**src/rtl/mconv_pkg.sv**
```systemverilog
package mconv_pkg;
  typedef enum logic [1:0] {
    XFER_OFF    = 2'b00,
    XFER_SERIAL = 2'b01,
    XFER_PACKED = 2'b10,
    XFER_OFF_B  = 2'b11
  } xfer_mode_e;
endpackage

```
**src/rtl/mconv_collect.sv**
```systemverilog
module mconv_collect #(
  parameter int N_CONV = 3,
  parameter int RES_W  = 16
) (
  input  logic                    clk_i,
  input  logic                    rst_ni,
  input  logic [N_CONV-1:0]       eoc_i,
  input  logic [N_CONV*RES_W-1:0] res_i,
  input  logic [N_CONV-1:0]       part_i,
  output logic                    joint_o,
  output logic [N_CONV*RES_W-1:0] res_o
);
  logic [N_CONV-1:0]       seen_q;
  logic [N_CONV*RES_W-1:0] hold_q;
  logic [N_CONV-1:0]       done;
  logic [N_CONV-1:0]       hit;

  assign hit     = eoc_i & part_i;
  assign done    = seen_q | hit | ~part_i;
  assign joint_o = (&done) && (|hit);

  for (genvar k = 0; k < N_CONV; k++) begin : g_conv
    assign res_o[k*RES_W +: RES_W] = eoc_i[k] ? res_i[k*RES_W +: RES_W]
                                              : hold_q[k*RES_W +: RES_W];
    always_ff @(posedge clk_i or negedge rst_ni) begin
      if (!rst_ni)       hold_q[k*RES_W +: RES_W] <= '0;
      else if (eoc_i[k]) hold_q[k*RES_W +: RES_W] <= res_i[k*RES_W +: RES_W];
    end
  end

  always_ff @(posedge clk_i or negedge rst_ni) begin
    if (!rst_ni)      seen_q <= '0;
    else if (joint_o) seen_q <= '0;
    else              seen_q <= seen_q | hit;
  end

  // completion needs a participating strobe in the same cycle
  a_r1_joint_needs_eoc: assert property (@(posedge clk_i) disable iff (!rst_ni)
    joint_o |-> |(eoc_i & part_i));
  // a non-participant strobe alone never completes
  a_r9_nonpart_ignored: assert property (@(posedge clk_i) disable iff (!rst_ni)
    ((eoc_i & part_i) == '0) |-> !joint_o);
endmodule

```
**src/rtl/mconv_seq_cnt.sv**
```systemverilog
module mconv_seq_cnt #(
  parameter int N_CONV = 3,
  parameter int CH_W   = 4
) (
  input  logic              clk_i,
  input  logic              rst_ni,
  input  logic              joint_i,
  input  logic [CH_W-1:0]   seq_len_i,
  input  logic [N_CONV-1:0] irq_en_i,
  input  logic [N_CONV-1:0] part_i,
  input  logic              irq_clr_i,
  output logic              irq_o
);
  logic [CH_W-1:0] ch_q;
  logic            seq_end;
  logic            irq_set;
  logic            irq_q;

  assign seq_end = joint_i && (ch_q == seq_len_i);
  assign irq_set = seq_end && |(irq_en_i & part_i);
  assign irq_o   = irq_q;

  always_ff @(posedge clk_i or negedge rst_ni) begin
    if (!rst_ni)      ch_q <= '0;
    else if (seq_end) ch_q <= '0;
    else if (joint_i) ch_q <= ch_q + 1'b1;
  end

  always_ff @(posedge clk_i or negedge rst_ni) begin
    if (!rst_ni)        irq_q <= 1'b0;
    else if (irq_set)   irq_q <= 1'b1;
    else if (irq_clr_i) irq_q <= 1'b0;
  end

  a_r8_irq_clear: assert property (@(posedge clk_i) disable iff (!rst_ni)
    (irq_clr_i && !irq_set) |=> !irq_q);
  a_r8_irq_sticky: assert property (@(posedge clk_i) disable iff (!rst_ni)
    (irq_q && !irq_clr_i) |=> irq_q);
  a_r7_irq_set: assert property (@(posedge clk_i) disable iff (!rst_ni)
    irq_set |=> irq_q);
endmodule

```
**src/rtl/mconv_xfer.sv**
```systemverilog
module mconv_xfer
  import mconv_pkg::*;
#(
  parameter int N_CONV = 3,
  parameter int RES_W  = 16,
  localparam int DW    = 2 * RES_W,
  localparam int IDX_W = (N_CONV > 1) ? $clog2(N_CONV) : 1
) (
  input  logic                    clk_i,
  input  logic                    rst_ni,
  input  logic                    joint_i,
  input  logic [N_CONV*RES_W-1:0] res_i,
  input  xfer_mode_e              mode_i,
  input  logic [IDX_W-1:0]        last_i,
  input  logic                    ack_i,
  output logic [DW-1:0]           cdr_o,
  output logic                    req_o,
  output logic                    ovr_o
);
  logic [N_CONV*RES_W-1:0] res_q;
  logic [IDX_W-1:0]        idx_q, last_q;
  logic [DW-1:0]           cdr_q;
  logic                    req_q, ovr_q;
  logic [DW-1:0]           packed_w;
  logic                    load;
  logic                    adv;
  logic [IDX_W-1:0]        nxt_idx;

  assign packed_w = {res_i[2*RES_W-1:RES_W], res_i[RES_W-1:0]};
  assign load     = joint_i && !req_q;
  assign adv      = req_q && ack_i;
  assign nxt_idx  = idx_q + 1'b1;

  always_ff @(posedge clk_i or negedge rst_ni) begin
    if (!rst_ni) begin
      res_q  <= '0;
      idx_q  <= '0;
      last_q <= '0;
      cdr_q  <= '0;
      req_q  <= 1'b0;
    end else if (load) begin
      res_q <= res_i;
      idx_q <= '0;
      unique case (mode_i)
        XFER_SERIAL: begin
          last_q <= last_i;
          cdr_q  <= {{(DW-RES_W){1'b0}}, res_i[RES_W-1:0]};
          req_q  <= 1'b1;
        end
        XFER_PACKED: begin
          last_q <= '0;
          cdr_q  <= packed_w;
          req_q  <= 1'b1;
        end
        default: begin
          last_q <= '0;
          cdr_q  <= packed_w;
          req_q  <= 1'b0;
        end
      endcase
    end else if (adv) begin
      if (idx_q == last_q) begin
        req_q <= 1'b0;
      end else begin
        idx_q <= nxt_idx;
        cdr_q <= {{(DW-RES_W){1'b0}}, res_q[nxt_idx*RES_W +: RES_W]};
      end
    end
  end

  always_ff @(posedge clk_i or negedge rst_ni) begin
    if (!rst_ni)                ovr_q <= 1'b0;
    else if (joint_i && req_q)  ovr_q <= 1'b1;
  end

  assign cdr_o = cdr_q;
  assign req_o = req_q;
  assign ovr_o = ovr_q;

  a_r4_req_hold: assert property (@(posedge clk_i) disable iff (!rst_ni)
    (req_q && !ack_i) |=> (req_q && $stable(cdr_q)));
  a_r5_ovr_set: assert property (@(posedge clk_i) disable iff (!rst_ni)
    (joint_i && req_q) |=> ovr_q);
  a_r5_ovr_sticky: assert property (@(posedge clk_i) disable iff (!rst_ni)
    ovr_q |=> ovr_q);
  a_r6_off_no_req: assert property (@(posedge clk_i) disable iff (!rst_ni)
    (load && (mode_i == XFER_OFF || mode_i == XFER_OFF_B)) |=> !req_q);
  a_r2_packed_word: assert property (@(posedge clk_i) disable iff (!rst_ni)
    (load && mode_i == XFER_PACKED) |=>
      (req_q && cdr_q == {$past(res_i[2*RES_W-1:RES_W]), $past(res_i[RES_W-1:0])}));
  a_r3_serial_first: assert property (@(posedge clk_i) disable iff (!rst_ni)
    (load && mode_i == XFER_SERIAL) |=>
      (req_q && cdr_q[RES_W-1:0] == $past(res_i[RES_W-1:0]) && cdr_q[DW-1:RES_W] == '0));
endmodule

```
**src/rtl/mconv_dma_seq.sv**
```systemverilog
module mconv_dma_seq
  import mconv_pkg::*;
#(
  parameter int N_CONV = 3,
  parameter int RES_W  = 16,
  parameter int CH_W   = 4,
  localparam int DW    = 2 * RES_W,
  localparam int IDX_W = (N_CONV > 1) ? $clog2(N_CONV) : 1
) (
  input  logic                    clk_i,
  input  logic                    rst_ni,
  input  logic [N_CONV-1:0]       eoc_i,
  input  logic [N_CONV*RES_W-1:0] res_i,
  input  logic [1:0]              dma_mode_i,
  input  logic                    triple_i,
  input  logic [N_CONV-1:0]       irq_en_i,
  input  logic [CH_W-1:0]         seq_len_i,
  input  logic                    dma_ack_i,
  input  logic                    irq_clr_i,
  output logic [DW-1:0]           cdr_o,
  output logic                    dma_req_o,
  output logic                    irq_o,
  output logic                    ovr_o
);
  logic [N_CONV-1:0]       part;
  logic                    joint;
  logic [N_CONV*RES_W-1:0] res_cur;
  logic [IDX_W-1:0]        last_idx;

  // converters 0 and 1 always take part; higher ones only in triple mode
  for (genvar k = 0; k < N_CONV; k++) begin : g_part
    if (k < 2) begin : g_base
      assign part[k] = 1'b1;
    end else begin : g_ext
      assign part[k] = triple_i;
    end
  end

  assign last_idx = triple_i ? IDX_W'(N_CONV - 1) : IDX_W'(1);

  mconv_collect #(.N_CONV(N_CONV), .RES_W(RES_W)) u_collect (
    .clk_i   (clk_i),
    .rst_ni  (rst_ni),
    .eoc_i   (eoc_i),
    .res_i   (res_i),
    .part_i  (part),
    .joint_o (joint),
    .res_o   (res_cur)
  );

  mconv_xfer #(.N_CONV(N_CONV), .RES_W(RES_W)) u_xfer (
    .clk_i  (clk_i),
    .rst_ni (rst_ni),
    .joint_i(joint),
    .res_i  (res_cur),
    .mode_i (xfer_mode_e'(dma_mode_i)),
    .last_i (last_idx),
    .ack_i  (dma_ack_i),
    .cdr_o  (cdr_o),
    .req_o  (dma_req_o),
    .ovr_o  (ovr_o)
  );

  mconv_seq_cnt #(.N_CONV(N_CONV), .CH_W(CH_W)) u_seq (
    .clk_i    (clk_i),
    .rst_ni   (rst_ni),
    .joint_i  (joint),
    .seq_len_i(seq_len_i),
    .irq_en_i (irq_en_i),
    .part_i   (part),
    .irq_clr_i(irq_clr_i),
    .irq_o    (irq_o)
  );

  a_r4_ack_idle_noop: assert property (@(posedge clk_i) disable iff (!rst_ni)
    (!dma_req_o && !joint) |=> (!dma_req_o && $stable(cdr_o)));
endmodule

```
**config.mk**
```make
export PLATFORM = sky130hd
export DESIGN_NAME = mconv_dma_seq
export DESIGN_NICKNAME = d
export VERILOG_FILES = /design/src/rtl/mconv_pkg.sv /design/src/rtl/mconv_collect.sv /design/src/rtl/mconv_seq_cnt.sv /design/src/rtl/mconv_xfer.sv /design/src/rtl/mconv_dma_seq.sv
export SDC_FILE = /design/constraint.sdc
export NUM_CORES = 1
export LEC_CHECK = 0
export ABC_CLOCK_PERIOD_IN_PS = 1780
export BUFFER_PORTS_ARGS = -buffer_cell sky130_fd_sc_hd__buf_2
export CAP_MARGIN = 10
export CORE_MARGIN = 8
export CORE_UTILIZATION = 50
export DETAILED_ROUTE_END_ITERATION = 8
export HOLD_SLACK_MARGIN = 0.03
export PLACE_DENSITY = 0.75
export RECOVER_POWER = 25
export SYNTH_ARGS = -nofsm -noshare
export SYNTH_HDL_FRONTEND = slang
export SYNTH_SLANG_ARGS = --single-unit
```
**constraint.sdc**
```tcl
create_clock -name clk_i -period 1.78 [get_ports clk_i]
set_input_delay 0.089 -clock clk_i [delete_from_list [all_inputs] [get_ports clk_i]]
set_output_delay 0.089 -clock clk_i [all_outputs]
set_load 0.1 [all_outputs]
```
# Word level (Yosys, flattened, before mapping)
# Index checks and enable logic that the tools add are counted.
[word_totals] ff_bits=142 out_inout_bits=35 inputBits=65 elab_cells=63
[classes] shift=1 reduce_logical=17 n_addsub=2 n_mux=21 eq_ne=5 n_bitwise=5
[op_table] operator="32-bit 2-to-1 mux" n=4
[op_table] operator="16-bit 2-to-1 mux" n=3
[op_table] operator="48-bit by 7-bit variable part select with 16-bit output" n=1
[op_table] operator="2-bit 2-to-1 mux" n=5
[op_table] operator="4-bit 2-to-1 mux" n=2
[op_table] operator="2-bit nonzero test" n=4
[op_table] operator="3-bit AND" n=2
[op_table] operator="1-bit logical AND" n=6
[op_table] operator="1-bit 2-to-1 mux" n=6
[op_table] operator="3-bit bitwise OR" n=2
[op_table] operator="3-bit OR reduction" n=2
[op_table] operator="4-bit by 1-bit adder with 4-bit output (second input constant)" n=1
[op_table] operator="4-bit equality test" n=1
[op_table] operator="2-bit AND reduction" n=2
[op_table] operator="3-bit 2-to-1 mux" n=1
[op_table] operator="3-bit inverter" n=1
[op_table] operator="3-bit AND reduction" n=1
[op_table] operator="2-bit by 1-bit adder with 2-bit output (second input constant)" n=1
[op_table] operator="2-bit by 1-bit equality test with 1-bit output (second input constant)" n=1
[op_table] operator="2-bit equality test" n=1
[op_table] operator="2-bit equality test (second input constant)" n=1
[op_table] operator="2-bit by 1-bit != test with 1-bit output (second input constant)" n=1
[op_table] operator="2-bit OR reduction" n=1
[op_table] operator="1-bit logical NOT" n=1

# Longest topological paths before layout
[depth] depth_word=8 ltp_mapped=7 ltp_nobuf=4

# Modules after synthesis
# Synthesis repeated with hierarchy kept, for this count alone.
[hier_totals] hier_cells=528 hier_area_um2=6017.0
[by_module_without_submodules] mod="mconv_xfer" instances=1 cells_per_inst=383 area_each_um2=3784.9
[by_module_without_submodules] mod="mconv_collect" instances=1 cells_per_inst=117 area_each_um2=1931.9
[by_module_without_submodules] mod="mconv_seq_cnt" instances=1 cells_per_inst=26 area_each_um2=292.8
[by_module_without_submodules] mod="mconv_dma_seq" instances=1 cells_per_inst=2 area_each_um2=7.5

# Least setup slack after synthesis
# OpenSTA, ideal clock, no wires.
[synth_timing] path_type="reg-to-reg" startpoint="reg u_xfer.req_q (netlist: u_xfer.req_o)" endpoint="reg u_xfer.cdr_q[12] (netlist: u_xfer.cdr_o[12])" arrival_time_ns=2.067 setup_slack_ns=-0.413 synth_period_minus_slack_ns=2.193 stages_incl_launch_ff=6 path_cell_list="dfrtp_1 > nand2_1 > a21oi_2 > nor2_2 > buf_6 > a221o_1"
[synth_via] elab_chain_cells=4 elab_cells_between_ends=7
[synth_rtl] item="start, declared" line_no="mconv_xfer.sv:23" text="logic req_q, ovr_q;"
[synth_rtl] item="start signal, assigned" line_no="mconv_xfer.sv:40" text="req_q <= 1'b0;"
[synth_rtl] item="start signal, assigned" line_no="mconv_xfer.sv:48" text="req_q <= 1'b1;"
[synth_rtl] item="start signal, assigned" line_no="mconv_xfer.sv:53" text="req_q <= 1'b1;"
[synth_rtl] item="1-bit logical NOT" line_no="mconv_xfer.sv:30" text="assign load = joint_i && !req_q;"
[synth_rtl] item="1-bit logical AND" line_no="mconv_xfer.sv:30"
[synth_rtl] item="2-bit by 1-bit != test with 1-bit output (no source line) or 2-bit nonzero test (tied branches)"
[synth_rtl] item="2-bit AND reduction (no source line)"
[synth_rtl] item="end signal, assigned" line_no="mconv_xfer.sv:47" text="cdr_q <= {{(DW-RES_W){1'b0}}, res_i[RES_W-1:0]};"
[synth_rtl] item="end signal, assigned" line_no="mconv_xfer.sv:52" text="cdr_q <= packed_w;"
[synth_rtl] item="end signal, assigned" line_no="mconv_xfer.sv:57" text="cdr_q <= packed_w;"
[synth_rtl] item="end, declared" line_no="mconv_xfer.sv:22" text="logic [DW-1:0] cdr_q;"
# Parallel ways exist; a longest one is shown, timed or not.
# A chain may end at the register's enable or synchronous reset.

# Final worst setup path
[layout_timing] startpoint="reg u_xfer.idx_q[1]" endpoint="reg u_xfer.cdr_q[11] (netlist: u_xfer.cdr_o[11])"
[layout_via] elab_chain_cells=5 elab_cells_between_ends=8
[layout_rtl] item="start, declared" line_no="mconv_xfer.sv:21" text="logic [IDX_W-1:0] idx_q, last_q;"
[layout_rtl] item="start signal, assigned" line_no="mconv_xfer.sv:65" text="idx_q <= nxt_idx;"
[layout_rtl] item="2-bit by 1-bit adder with 2-bit output" line_no="mconv_xfer.sv:32" text="assign nxt_idx = idx_q + 1'b1;"
[layout_rtl] item="48-bit by 7-bit variable part select with 16-bit output" line_no="mconv_xfer.sv:66" text="cdr_q <= {{(DW-RES_W){1'b0}}, res_q[nxt_idx*RES_W +: RES_W]};"
[layout_rtl] item="32-bit 2-to-1 mux" line_no="mconv_xfer.sv:62" text="if (idx_q == last_q) begin"
[layout_rtl] item="32-bit 2-to-1 mux" line_no="mconv_xfer.sv:61" text="end else if (adv) begin"
[layout_rtl] item="32-bit 2-to-1 mux" line_no="mconv_xfer.sv:41" text="end else if (load) begin"
[layout_rtl] item="end signal, assigned" line_no="mconv_xfer.sv:47"
[layout_rtl] item="end signal, assigned" line_no="mconv_xfer.sv:52"
[layout_rtl] item="end signal, assigned" line_no="mconv_xfer.sv:66"
# Parallel ways exist; a longest one is shown, timed or not. The select of a mux whose other input is x is not followed.

==> results.txt <==
----------------------------------------------------
[Outcome]
  Result of the run ... finished clean

[Power]
  Proportion of total power due to net switching ... 0.4264
  Net load switching power ... 6.498 mW
  Power share of the clock group ... 0.261
  Worst voltage drop across the vdd grid ... 1308 uV
  Lkg Pwr ... 3.912 nW
  Internal Pwr Total ... 8.742 mW
  Comb power frac ... 0.409
  Relative contribution of sequential cells to total power ... 0.330
  Pwr Total ... 15.24 mW
  Power per unit of standard cell area ... 1921 nW/um^2

[Setup path]
  Kind of end point of the critical path ... flop
  Worst Path Max Fanout ... 19
  Reg2Reg Depth ... 4
  Nature of the critical path startpoint ... flop
  Arrival time at the worst endpoint ... 2.00 ns
  Setup Crit Path Kind ... reg -> reg
  Required time at the worst-slack endpoint ... 2.08 ns
  Timing startpoint of the critical path ... u_xfer.idx_q[1]
  Reg-to-reg critical path startpoint ... u_xfer.idx_q[1]

[Job]
  Number of max-capacitance violations reported ... 0

[Timing]
  Hold slack final ... 0.1324 ns
  Final worst path period need ... 1.709 ns
  Post-route fraction of the period consumed by the critical path ... 0.9599
  Total negative setup slack ... 0 ns
  Max-slew violations ... 0
  Hold violation total from the final report ... 0
  Rel. slew slack ... 0.1205
  Final setup viols ... 0
  Actual transition at the worst max-transition pin ... 1.319 ns
  Minimum setup slack in the final design ... 0.07138 ns
  Worst Skew ... 0.008653 ns
  RSZ-0062 raised after global routing ... no
  Max Fclk ... 585.3 MHz

[Floorplan]
  Floorplan row count ... 39
  Height of the die ... 124.8 um
  I/O pin total ... 100
  Die area ... 15580 um^2
  Starting utilization of the core area ... 0.5162
  Die Wd ... 124.8 um
  Core Area ... 11470 um^2

[Synth]
  Largest area contributor in the synthesized netlist ... dfrtp_1
  Top_reg_cell synth ... dfrtp_1
  Gate count after technology mapping ... 473
  Number of synthesized flops with an enable pin ... 0
  Synthesized Nets ... 540
  Number of unique standard cell types used by synthesis ... 41
  Async set-or-reset flop fraction in the synthesized netlist ... 1.000
  Cell with the most instances after synthesis ... dfrtp_1
  Dominant cells by area after synthesis ... dfrtp_1 60%, mux2_2 9.1%, nand2_1 4.8%
  Register bit total from synthesis ... 142
  Area share of the leading cell type in the synthesized netlist ... 0.6003
  Leading cell types by count after synthesis ... 142 x dfrtp_1, 75 x nand2_1, 48 x mux2_2
  Portion of the post-synthesis area used by sequential elements ... 0.6003
  Synthesized area divided by synthesized cell count ... 12.51 um^2
  Warning count from the yosys run ... 0
  Post-synthesis cell area ... 5919 um^2

[Place]
  Worst-case setup slack after placement ... -0.3811 ns
  Number of port buffers ... 99
  Post-Place Cells ... 711
  Gpl congestion ... 0.8019
  Post-DP HPWL ... 9458 um
  Standard cell area after detailed placement ... 6651 um^2

[Min path]
  Hold path startpoint ... triple_i
  Cell count of the worst hold path ... 4
  HP Class ... in -> reg

[Clock network]
  Number of H-tree levels ... 4
  Clock Tree Buf Depth ... 2
  Clock buffer count from CTS ... 17
  Setup bufs post-CTS ... 0
  Clock insertion delay at the later pin of the skew report ... 0.42 ns
  Master cell of the clock root buffer ... clkbuf_16
  Clock tree from TritonCTS ... done
  Clock net sink count ... 142
  Clk pin slew, worst setup/hold paths ... 0.06 ns

[GRT]
  GR Util All Layers ... 0.1972
  Number of antenna violations at the first check in global routing ... 0
  Vias in the first global route ... 4699
  Largest net degree at the start of global routing ... 59
  Total global routing overflow ... 0
  Global-route wire length before repair ... 24720 um

[Routing]
  First-pass iteration count of the detailed router ... 5
  Final routed wirelength across all metal layers ... 15010 um
  Remaining number of nets flagged by the antenna check after routing ... 0
  Routed wire length per instance ... 18.76 um
  Number of vias in the routed layout ... 4339
  Detailed-route DRC error count ... 0
  Via density ... 5.424
  Initial detailed-routing violation count ... 256

[Layout]
  Relative area change from synthesis to final layout ... 34.03%
  Number of nets in the finished design ... 711
  Final design utilization ... 0.6919
  Number of diodes ... 0
  Number of cells in the finished layout apart from fillers ... 800
  Final Cell Area ... 7934 um^2
  Fraction of layout cells with a size suffix above 1 ... 0.3364

----------------------------------------------------
layout by cell type, fill, tap and decap left out, types with 3 or more instances in the layout:
cell type and count:
o21ai_1 5, buf_4 19, clkbuf_16 17, o21ai_2 6, o21ai_0 7, o2bb2ai_1 16, clkinvlp_4 3, nand2_1 75
mux2i_1 17, dfrtp_1 141, clkinv_2 3, a22o_1 16, clkinv_4 3, mux2_2 46, a21oi_1 3, nand3_1 3
bufinv_16 6, inv_1 18, nor2_1 6, xnor2_1 3, and2_1 17, a21o_1 18, xor2_1 5, a221o_1 16
buf_2 99, dlygate4sd3_1 55, buf_12 4
power by group through the flow:
stage | Sequential, mW | Combinational, mW | Clock, mW
global placement | 5.00 | 5.82 | 0
floorplan | 7.49 | 2.19 | 0
CTS | 5.01 | 6.24 | 4.02
detailed placement | 5.02 | 5.99 | 0
global route | 5.13 | 6.59 | 4.17
finish | 5.03 | 6.23 | 3.98
per-layer routing:
metal  global-route usage  vias up  share of wire
li1                     -     2001              -
met1               0.2477     2181           0.44
met2               0.3168      132           0.48
met3              0.05404       25          0.057
met4              0.07654        0          0.017
met5                    0        -              0
layout make-up:
cell class	instances	area, um^2
clock inverters	15	244.0
repair buffers	179	1311
multi-input cells	286	2150
clock buffers	17	425.4
inverters	18	67.56
well taps	143	178.9
flip-flops and latches	142	3557
fillers	771	3533
final timing paths:
path / to / slack (ns)
min in group asynchronous: u_collect.hold_q[16] / 0.52
worst min register to register: u_xfer.ovr_o / 0.47
worst max register to register: u_xfer.cdr_o[11] / 0.07
worst max-delay path: u_xfer.cdr_o[11] / 0.07
max in group asynchronous: u_collect.hold_q[46] / 0.34
worst min-delay path: u_xfer.last_q[1] / 0.13
flip-flops by register name, summed over array words and instances, names as in the netlist:
| register | flops |
|---|---|
| u_seq.ch_q | 4 |
| u_seq.irq_o | 1 |
| u_collect.hold_q | 48 |
| u_xfer.idx_q | 2 |
| u_collect.seen_q | 3 |
| u_xfer.req_o | 1 |
| u_xfer.last_q | 2 |
| u_xfer.res_q | 48 |
| u_xfer.ovr_o | 1 |
| u_xfer.cdr_o | 32 |
logic make-up (layout without fill, tap and decap cells):
family                     count (synthesis)  count (layout)  share of synthesized area
xor gates and xnor gates                   8               8                    0.01184
adders and majority gates                  2               2                   0.004227
DFF                                      142             142                     0.6003
muxes                                     65              65                     0.1201
AOI/OAI and AO/OA                         95              95                     0.1302
and+or+nand+nor                          115             116                    0.09089
buffers and inverters                     46             229                    0.04248
worst max-delay path: stages, from the launching register on:
cell and delay [ns]:
dfrtp_1 0.37, buf_4 0.30, mux2_2 0.40, a22o_1 0.21, a221o_1 0.30
what timing repair did:
item | in CTS | in global routing
pin swaps | 1 | 0
cloned | 2 | 0
gates resized for setup | 4 | 6
endpoints found under the setup margin | 79 | 43
hold endpoints to repair | 129 | 0
hold buffers | 55 | 0
No activity file was read; power rests on OpenSTA's default activity.
